[src/rtl/frc_pkg.sv]
package frc_pkg;
  localparam int unsigned ADDR_W  = 32;
  localparam int unsigned INST_W  = 32;
  localparam int unsigned PC_STEP = 4;

  typedef struct packed {
    logic [ADDR_W-1:0] pc;
    logic [ADDR_W-1:0] ppc;
    logic [INST_W-1:0] inst;
    logic              epoch;
  } fetch_bundle_t;
endpackage

[src/rtl/frc_pc_gen.sv]
module frc_pc_gen
  import frc_pkg::*;
(
  input  logic              clk,
  input  logic              rst_n,
  input  logic              adv_i,
  input  logic              redirect_i,
  input  logic [ADDR_W-1:0] target_i,
  output logic [ADDR_W-1:0] pc_o,
  output logic              epoch_o
);
  logic [ADDR_W-1:0] pc_q;
  logic              epoch_q;

  always_ff @(posedge clk) begin
    if (!rst_n) begin
      pc_q    <= '0;
      epoch_q <= 1'b0;
    end else if (redirect_i) begin
      pc_q    <= target_i;
      epoch_q <= ~epoch_q;
    end else if (adv_i) begin
      pc_q    <= pc_q + ADDR_W'(PC_STEP);
    end
  end

  assign pc_o    = pc_q;
  assign epoch_o = epoch_q;

  // a redirect inverts the epoch
  p_epoch_flip_r7: assert property (@(posedge clk) disable iff (!rst_n)
    redirect_i |=> (epoch_o != $past(epoch_o)));
  // the epoch only moves on a redirect
  p_epoch_steady_r9: assert property (@(posedge clk) disable iff (!rst_n)
    !redirect_i |=> $stable(epoch_o));
endmodule

[src/rtl/frc_queue.sv]
module frc_queue
  import frc_pkg::*;
#(
  parameter int unsigned DEPTH = 2
) (
  input  logic          clk,
  input  logic          rst_n,
  input  logic          enq_i,
  input  fetch_bundle_t enq_data_i,
  output logic          full_o,
  input  logic          deq_i,
  output logic          valid_o,
  output fetch_bundle_t head_o
);
  localparam int unsigned PW = (DEPTH > 1) ? $clog2(DEPTH) : 1;
  localparam int unsigned CW = $clog2(DEPTH + 1);

  fetch_bundle_t     slots [DEPTH];
  logic [PW-1:0]     wr_ptr, rd_ptr;
  logic [CW-1:0]     count;

  function automatic logic [PW-1:0] bump(input logic [PW-1:0] p);
    return (p == PW'(DEPTH - 1)) ? '0 : p + 1'b1;
  endfunction

  for (genvar g = 0; g < DEPTH; g++) begin : g_slot
    always_ff @(posedge clk) begin
      if (enq_i && (wr_ptr == PW'(g))) slots[g] <= enq_data_i;
    end
  end

  always_ff @(posedge clk) begin
    if (!rst_n) begin
      wr_ptr <= '0;
      rd_ptr <= '0;
      count  <= '0;
    end else begin
      if (enq_i) wr_ptr <= bump(wr_ptr);
      if (deq_i) rd_ptr <= bump(rd_ptr);
      case ({enq_i, deq_i})
        2'b10:   count <= count + 1'b1;
        2'b01:   count <= count - 1'b1;
        default: count <= count;
      endcase
    end
  end

  assign full_o  = (count == CW'(DEPTH));
  assign valid_o = (count != '0);
  assign head_o  = slots[rd_ptr];

  // never more than DEPTH entries, never removal from empty
  p_no_overflow_r4: assert property (@(posedge clk) disable iff (!rst_n)
    count <= CW'(DEPTH));
  p_no_underflow_r4: assert property (@(posedge clk) disable iff (!rst_n)
    (count == '0) |=> (count <= CW'(1)));
endmodule

[src/rtl/frc_squash.sv]
module frc_squash
  import frc_pkg::*;
(
  input  fetch_bundle_t     head_i,
  input  logic              head_valid_i,
  input  logic              ready_i,
  input  logic [ADDR_W-1:0] next_pc_i,
  input  logic              cur_epoch_i,
  output logic              live_o,
  output logic              deq_o,
  output logic              redirect_o
);
  assign live_o     = (head_i.epoch == cur_epoch_i);
  assign deq_o      = head_valid_i && ready_i;
  assign redirect_o = deq_o && live_o && (next_pc_i != head_i.ppc);
endmodule

[src/rtl/fetch_redirect_ctrl.sv]
module fetch_redirect_ctrl
  import frc_pkg::*;
#(
  parameter int unsigned QDEPTH = 2
) (
  input  logic              clk,
  input  logic              rst_n,
  output logic [ADDR_W-1:0] imem_addr_o,
  input  logic [INST_W-1:0] imem_data_i,
  output logic              exe_valid_o,
  input  logic              exe_ready_i,
  output logic [ADDR_W-1:0] exe_pc_o,
  output logic [ADDR_W-1:0] exe_ppc_o,
  output logic [INST_W-1:0] exe_inst_o,
  output logic              exe_epoch_o,
  output logic              exe_live_o,
  input  logic [ADDR_W-1:0] exe_next_pc_i,
  output logic              redirect_o
);
  logic [ADDR_W-1:0] pc;
  logic              epoch;
  logic              q_full, q_valid, deq, redirect, push;
  fetch_bundle_t     fetched, head;

  assign push = !q_full;

  always_comb begin
    fetched.pc    = pc;
    fetched.ppc   = pc + ADDR_W'(PC_STEP);
    fetched.inst  = imem_data_i;
    fetched.epoch = epoch;
  end

  frc_pc_gen u_pc (
    .clk       (clk),
    .rst_n     (rst_n),
    .adv_i     (push),
    .redirect_i(redirect),
    .target_i  (exe_next_pc_i),
    .pc_o      (pc),
    .epoch_o   (epoch)
  );

  frc_queue #(.DEPTH(QDEPTH)) u_q (
    .clk       (clk),
    .rst_n     (rst_n),
    .enq_i     (push),
    .enq_data_i(fetched),
    .full_o    (q_full),
    .deq_i     (deq),
    .valid_o   (q_valid),
    .head_o    (head)
  );

  frc_squash u_sq (
    .head_i      (head),
    .head_valid_i(q_valid),
    .ready_i     (exe_ready_i),
    .next_pc_i   (exe_next_pc_i),
    .cur_epoch_i (epoch),
    .live_o      (exe_live_o),
    .deq_o       (deq),
    .redirect_o  (redirect)
  );

  assign imem_addr_o = pc;
  assign exe_valid_o = q_valid;
  assign exe_pc_o    = head.pc;
  assign exe_ppc_o   = head.ppc;
  assign exe_inst_o  = head.inst;
  assign exe_epoch_o = head.epoch;
  assign redirect_o  = redirect;

  // head guess is its own address plus the step
  p_ppc_r2: assert property (@(posedge clk) disable iff (!rst_n)
    exe_valid_o |-> (exe_ppc_o == exe_pc_o + ADDR_W'(PC_STEP)));
  // full queue without redirect freezes the program counter
  p_hold_r3: assert property (@(posedge clk) disable iff (!rst_n)
    (q_full && !redirect) |=> $stable(imem_addr_o));
  // a squashed head never redirects
  p_squash_quiet_r6: assert property (@(posedge clk) disable iff (!rst_n)
    (exe_valid_o && !exe_live_o) |-> !redirect_o);
  // redirect target wins over the fetch advance
  p_redirect_wins_r8: assert property (@(posedge clk) disable iff (!rst_n)
    redirect_o |=> (imem_addr_o == $past(exe_next_pc_i)));
  // held head stays put
  p_head_hold_r4: assert property (@(posedge clk) disable iff (!rst_n)
    (exe_valid_o && !exe_ready_i) |=> (exe_valid_o && $stable(exe_pc_o)));
endmodule

[config.mk]
export PLATFORM = sky130hd
export DESIGN_NAME = fetch_redirect_ctrl
export DESIGN_NICKNAME = d
export VERILOG_FILES = /design/src/rtl/frc_pkg.sv /design/src/rtl/frc_pc_gen.sv /design/src/rtl/frc_queue.sv /design/src/rtl/frc_squash.sv /design/src/rtl/fetch_redirect_ctrl.sv
export SDC_FILE = /design/constraint.sdc
export NUM_CORES = 1
export LEC_CHECK = 0
export BUFFER_PORTS_ARGS = -buffer_cell sky130_fd_sc_hd__buf_2
export CAP_MARGIN = 40
export CORE_AREA = 2 2 128 142
export CTS_CLUSTER_SIZE = 16
export DETAILED_ROUTE_END_ITERATION = 10
export DIE_AREA = 0 0 130 144
export GPL_ROUTABILITY_DRIVEN = 0
export PLACE_DENSITY = 0.89
export SLEW_MARGIN = 20
export SYNTH_ARGS = -nofsm -noshare
export SYNTH_HDL_FRONTEND = slang
export SYNTH_SLANG_ARGS = --single-unit
[constraint.sdc]
create_clock -name clk -period 16.2 [get_ports clk]
set_input_delay 3.24 -clock clk [delete_from_list [all_inputs] [get_ports clk]]
set_output_delay 3.24 -clock clk [all_outputs]
set_load 0.02 [all_outputs]
==> summary.md, run 1 <==
| Metric | Value |
|---|---|
| Max FO, Critical Path | 2 |
| Clock period minus final worst setup slack | about 7.9 ns |
| CP top delay family | buffers and inverters |
| Layout cells sized above 1 | 0.3861 |
| Setup TNS | 0 ns |
| Nets | about 940 |
| Unrepaired setup endpoints after global routing | no |
| Io pins | between 150 and 200 |
| Internal power | between 1.5 and 2 mW |
| DRC violations left | 0 |
| Die height | 144 um |
| Most used cell, CP | buf_2 |
| Highest Clock Rate | about 0.13 GHz |
| Clock-pin transition on the worst setup and hold timing paths | about 0.060 ns |
| WL per Instance | between 15 and 20 um |
| DR iter-0 viols | 394 |
| Area delta synth->final | 17.05% |
| Routed Wire Length | between 20000 and 25000 um |
| CP cell instances | buf_2 > xor2_1 > nor4_1 > clkdlybuf4s15_2 > nand4_1 > o211a_2 > buf_2 |
| Outcome | finished, final reports clean |
| DIE AREA | between 15000 and 20000 um^2 |
| Compound-Gate Fraction of Synth Area | 0.01159 |
| Placement Setup Slack | 8.261 ns |
| Number of global-route vias before repair | ~5800 |
| Simple-Gate Fraction of Synth Area | 0.08273 |
| Initial antenna violation count | 2 |
| Worst Min Path Start | u_pc.pc_o[1] |
| DP HPWL | roughly 14000 um |
| Input/output buffers | a little under 200 |
| WHS Endpoint | u_q.slots[1][66] |
| Worst VDD drop | approximately 0.17 mV |
| CTS max path bufs | 3 |
| Post_cts resized | 0 |
| Drt via density | 5.436 |
| Slew Limit Headroom | 0.4463 |
| Overall Global Routing Usage | 0.2195 |
| Area of the multi-input gates | 3214 um^2 |
| YS warnings | 0 |
| Syn avg cell area | about 14 um^2 |
| Req. time, crit path | around 13 ns |
| CTS tree | yes |
| Critical path's largest stage delay | 0.32 ns |
| Placed cell area | approximately 11000 um^2 |
| # H-tree levels | 1 |
| Net switching power | approximately 0.9 mW |
| Flops & latches, synth | approximately 230 |
| Final setup violation count | 0 |
| Worst-Margin Slew | between 0.8 and 0.9 ns |
| Clock Skews | 0.009189 ns |
| Largest net degree at the start of global routing | 72 |
| Synth Net Count | about 780 |
| Reg2reg end | u_pc.pc_o[22] |
| CTS Buf Count | 23 |
| CP max stage cell | clkdlybuf4s15_2 |
| Critical setup path kind | in -> out |
| Post CTS Setup Buffer Count | 0 |
| Leak pwr | just under 5 nW |
| R2R cell count | 9 |
| Seq pwr share | 0.407 |
| Die X-Extent | between 100 and 150 um |
| Xor/xnor cell area share of the yosys netlist | 0.07336 |
| Netlist cell types | 35 |
| Row cnt | between 50 and 60 |
| Final setup margin | 8.259 ns |
| Crit end category | primary output |
| Worst Hold Class | reg -> reg |
| Mux contribution to synthesized area | 0.1456 |
| Global-route wire length before repair | roughly 31000 um |
| Syn Std Cell Area | a little over 10000 um^2 |
| Critical path buffers and inverters | 3 |
| Startpoint types | primary input |
| Crit path DAT | roughly 4.7 ns |
| CTS Hold Bufs | 0 |
| Max-Cap Viols | 0 |
| Synth top area cells | edfxtp_1, mux2_2, dfxtp_1 |
| Power share of the clock group | 0.221 |
| Clk Latency, worst-skew pair | roughly 0.5 ns |
| Commonest non-fill, non-tap cell in the layout | buf_2 |
| Initial core utilization | 0.5826 |
| Commonest non-fill, non-tap cells in the layout | buf_2, edfxtp_1, nand2_1, mux2_2, xor2_1 |
| Clock sink total | about 230 |
| Final Cell Area | 11880 um^2 |
| Hold depth | 0 |
| Combinational group share of total power | 0.372 |
| TritonRoute pass-1 iters | 4 |
| Fill cell count | about 1200 |
| Pwr Density | roughly 210 nW/um^2 |
| Sequential fraction of the synthesis area | 0.6372 |
| ANT nets after route | 0 |
| Root Buffer | clkbuf_16 |
| Post-synth top area cell | edfxtp_1 |
| Crit share post-route | 0.4902 |
| Largest family of logic cells by synthesized area | multiplexers |
| Core Area | approximately 17000 um^2 |
| Cells after synthesis | between 700 and 800 |
| Core Util, Final | 0.6819 |
| Switch share | 0.3607 |
| Total grt overflow | 0 |
| Power, Total | approximately 2.5 mW |
| Pins Over Slew Limit | 0 |
| Final hold violations | 0 |
| Total number of vias | approximately 6000 |
| FF/Latch Area | 6470 um^2 |
| Post-synthesis adder-cell area fraction | 0.002466 |
| Post-synth top area share | 0.5622 |
| R2R Setup Slk | about 12 ns |
==> kinds of logic (layout without fill, tap and decap cells) <==
kind of cell	after synthesis	in the layout
adders and majority gates	2	2
AOI/OAI and AO/OA	17	17
xor gates and xnor gates	85	85
other	0	2
muxes	128	128
and+or+nand+nor	176	176
buffers and inverters	77	255
DFF	228	228
==> how the worst max path moves through the flow <==
stage,startpoint,to,cells after the start,slack (ns)
floorplan,exe_next_pc_i[12],redirect_o,6,8.69
global placement,exe_next_pc_i[12],redirect_o,6,8.01
detailed placement,exe_next_pc_i[4],redirect_o,7,8.26
CTS,exe_next_pc_i[4],redirect_o,7,8.26
global route,exe_next_pc_i[12],redirect_o,7,8.20
finish,exe_next_pc_i[4],redirect_o,7,8.26
==> power groups by stage <==
stage               sequential, mW  combinational (mW)  clock [mW]
detailed placement            1.04               0.942           0
global placement              1.03               0.929           0
global route                  1.05                1.00       0.591
CTS                           1.03               0.949       0.571
finish                        1.03               0.940       0.559
floorplan                     1.01               0.717           0
==> metrics by stage <==
step                std cells  hold slack (ns)
CTS                      1129           0.4776
global route             1131           0.5035
global placement         1086           0.4572
floorplan                 713           0.4468
finish                   1131           0.4784
detailed placement       1087           0.4631
==> cell type report <==
| class | count | area share |
|---|---|---|
| Sequential cell | 228 | 0.5447 |
| Multi-Input combinational cell | 408 | 0.2706 |
| Timing Repair Buffer | 206 | 0.08879 |
| Clock buffer | 29 | 0.05372 |
| Tap cell | 238 | 0.02507 |
| Clock inverter | 13 | 0.01454 |
| Inverter | 7 | 0.002212 |
| Antenna cell | 2 | 0.0004213 |
==> cell usage after synthesis <==
library cell  instances
dfxtp_1              38
o21ai_1               1
nor3b_1               1
or2_2                 2
nand2b_1              2
nand3_1               8
edfxtp_1            190
buf_4                34
nor3_1               11
ha_1                  2
buf_6                 8
buf_1                 8
nor2_1               18
mux2_2               73
and3_1                4
or4_1                 1
nand2_1              81
or2_1                 1
or3_1                 4
o31a_1                6
o21ai_0               7
xnor2_1              17
nor4_1               24
nor4b_1               1
mux2_4               21
mux2i_1              34
and4_1                2
o211a_1               1
nand4_1               7
a21boi_0              2
and2_1                9
inv_1                 7
xor2_1               68
clkbuf_1             19
buf_2                 1
==> routing by layer <==
layer  global-route usage  up-vias  part of all wire
met2               0.3662      213              0.49
met4              0.09564        0             0.036
li1                     -     2874                 -
met3              0.04144       48             0.064
met1               0.2811     3013              0.41
met5                    0        -                 0
==> worst register-to-register path, delay by kind of cell (launching register included) <==
| family | cells | cell delay [ns] |
|---|---|---|
| AO/OA/AOI/OAI | 1 | 0.29 |
| XOR/XNOR | 1 | 0.15 |
| buffers and inverters | 3 | 1.38 |
| flip-flops | 1 | 0.77 |
| multiplexers | 2 | 0.74 |
| AND/OR/NAND/NOR | 2 | 0.42 |
==> flip-flops by register name, indices dropped and copies added (netlist names), named ones only <==
name / count
u_q.slots: 190
u_pc.pc_o: 32
u_q.count: 2
u_pc.epoch_o: 1
u_q.rd_ptr: 1
u_q.wr_ptr: 1
(Power assumes the default switching activity.)
==> run 2: changes to the inputs <==
- ABC_AREA: not set -> 1
- CORE_AREA: 2 2 128 142 -> 2 2 135 150
- DIE_AREA: 0 0 130 144 -> 0 0 137 152
- PLACE_DENSITY: 0.89 -> 0.84
- clock period: 16.2 -> 7.6 ns (I/O delays scaled with it)
==> summary.md, run 2 <==
| Metric | Value |
|---|---|
| Outcome | finished, final reports clean |
| Xor/xnor cell area share of the yosys netlist | 0.01486 |
| Placement Setup Slack | a little under 3 ns |
| CTS max path bufs | 3 |
| DRC violations left | 0 |
| Initial antenna violation count | 1 |
| Worst-Margin Slew | ~0.76 ns |
| Setup TNS | 0 ns |
| Crit path DAT | ~3.4 ns |
| Asr flop ratio synth | 0 |
| Initial core utilization | 0.5452 |
| Post-synth top area share | 0.5378 |
| Post CTS Setup Buffer Count | 0 |
| Post_cts resized | 0 |
| CTS tree | yes |
| Clock period minus final worst setup slack | 4.921 ns |
| Flops & latches, synth | roughly 230 |
| Commonest non-fill, non-tap cell in the layout | nand2_1 |
| Netlist cell types | 23 |
| Max reg flops | 190 |
| Commonest non-fill, non-tap cells in the layout | nand2_1, buf_2, edfxtp_1, nor2_1, inv_1 |
| Slew Limit Headroom | 0.4914 |
| # H-tree levels | 1 |
| Drt via density | roughly 5.3 |
| Total number of vias | roughly 8500 |
| Pins Over Slew Limit | 0 |
| Clock sink total | roughly 230 |
| CTS Buf Count | 23 |
| Req. time, crit path | roughly 6.1 ns |
| YS warnings | 0 |
| Pwr Density | ~440 nW/um^2 |
| Final hold violations | 0 |
| DIE AREA | 20820 um^2 |
| Leak pwr | about 5.8 nW |
| Core Area | 19460 um^2 |
| Root Buffer | clkbuf_16 |
| TritonRoute pass-1 iters | 5 |
| Worst Hold Class | reg -> reg |
| DR iter-0 viols | around 730 |
| WL per Instance | 16.25 um |
| Post-synth top cells | nand2_1, edfxtp_1, nor2_1 |
| Simple-Gate Fraction of Synth Area | 0.2861 |
| Area of the multi-input gates | between 3000 and 4000 um^2 |
| Number of global-route vias before repair | just over 8000 |
| Cells after synthesis | between 1000 and 1500 |
| R2R Setup Slk | ~4.0 ns |
| Startpoint types | register |
| ANT nets after route | 0 |
| CTS Hold Bufs | 0 |
| Synth Flop Type | edfxtp_1 |
| Post-synthesis adder-cell area fraction | 0.002359 |
| Largest family of logic cells by synthesized area | simple AND/OR/NAND/NOR gates |
| Synth top area cells | edfxtp_1, nand2_1, dfxtp_1 |
| EDFF count, synth | 190 |
| Critical setup path kind | reg -> out |
| Die height | roughly 150 um |
| Final setup violation count | 0 |
| Max FO, Critical Path | 52 |
| Syn Std Cell Area | roughly 11000 um^2 |
| Area delta synth->final | 17.37% |
| Routed Wire Length | 26150 um |
| Row cnt | 54 |
| Nets | 1409 |
| Crit share post-route | 0.6476 |
| Highest Clock Rate | around 0.20 GHz |
| Io pins | between 150 and 200 |
| Biggest register | u_q.slots |
| Unrepaired setup endpoints after global routing | no |
| Crit end category | primary output |
| Synth Net Count | roughly 1200 |
| Mux contribution to synthesized area | 0 |
| DP HPWL | 17870 um |
| Global-route wire length before repair | approximately 40000 um |
| FF/Latch Area | 6470 um^2 |
| Compound-Gate Fraction of Synth Area | 0.01321 |
| Clk Latency, worst-skew pair | approximately 0.51 ns |
| Overall Global Routing Usage | 0.2482 |
| Fill cell count | between 1500 and 2000 |
| Largest net degree at the start of global routing | 54 |
| Clock Skews | roughly 0.014 ns |
| Total grt overflow | 0 |
| Post-synth top area cell | edfxtp_1 |
| Top-count cell post-synth | nand2_1 |
| Sequential fraction of the synthesis area | 0.6095 |
| Power, Total | roughly 5.4 mW |
| Final setup margin | around 2.7 ns |
| Worst VDD drop | between 0.2 and 0.3 mV |
| Clock-pin transition on the worst setup and hold timing paths | 0.06 ns |
| Die X-Extent | 137 um |
| Layout cells sized above 1 | 0.1947 |
| Max-Cap Viols | 0 |
| Syn avg cell area | between 9 and 10 um^2 |
| Input/output buffers | ~200 |
run 2: cell count changes after synthesis, sizes merged, moves of 34 or more:
cell | before | now
nand2 | 81 | 494
inv | 7 | 85
xor2 | 68 | 18
nor2 | 18 | 139
mux2i | 34 | 0
mux2 | 94 | 0
nand3 | 8 | 61
run 2: path summary, 6_finish.rpt:
check,from,end,cells past startpoint
hold reg to reg,u_q.rd_ptr,register,1
hold / removal,u_q.rd_ptr,register,1
setup / recovery,register,redirect_o,14
setup reg to reg,register,u_pc.pc_o[7],16
run 2: layer usage:
| layer | track usage | vias to the layer above | part of all wire |
|---|---|---|---|
| li1 | - | 4087 | - |
| met1 | 0.3224 | 3932 | 0.40 |
| met2 | 0.4215 | 394 | 0.50 |
| met3 | 0.03570 | 53 | 0.084 |
| met4 | 0.09033 | 0 | 0.024 |
| met5 | 0 | - | 0 |
run 2: kinds of logic after synthesis:
group	after synthesis
AO/OA/AOI/OAI	28
XOR/XNOR	18
adder cells (fa/ha/maj)	2
buffers and inverters	158
flip-flops	228
AND/OR/NAND/NOR	743
run 2: cell type report:
| type | count | share of cell area |
|---|---|---|
| Timing Repair Buffer | 211 | 0.09405 |
| Tap cell | 252 | 0.02532 |
| Multi-Input combinational cell | 791 | 0.2711 |
| Clock inverter | 14 | 0.01568 |
| Sequential cell | 228 | 0.5196 |
| Antenna cell | 1 | 0.0002010 |
| Inverter | 85 | 0.02582 |
| Clock buffer | 27 | 0.04823 |
run 2: critical path: stages (launching register included):
cell	delay [ns]
dfxtp_4	0.35
buf_4	0.51
buf_12	0.31
nand2_1	0.10
nand2_1	0.12
nand2_1	0.07
nand2_1	0.06
nand2_1	0.05
nor2_1	0.18
nand2_1	0.13
nor2_1	0.16
nand2_1	0.14
nand2_4	0.36
inv_1	0.13
buf_2	0.19
run 2: stage by stage:
stage | hold slack (ns) | cell area [um^2] | cells | util
after floorplan | 0.4255 | 10610 | 1177 | -
after global placement | 0.4271 | 11520 | 1560 | 0.5920
after detailed placement | 0.4413 | 11630 | 1566 | 0.5975
after CTS | 0.4507 | 12420 | 1607 | 0.6384
after global routing | 0.4726 | 12450 | 1609 | 0.6399
final | 0.4521 | 12450 | 1609 | 0.6399
run 2: power breakdown:
group	switching (mW)	internal (mW)	total, mW	leakage, nW
registers	0.195	1.95	2.15	2.21
clock network	0.456	0.733	1.19	0.393
logic	1.50	0.597	2.10	3.15
total	2.15	3.28	5.43	5.75
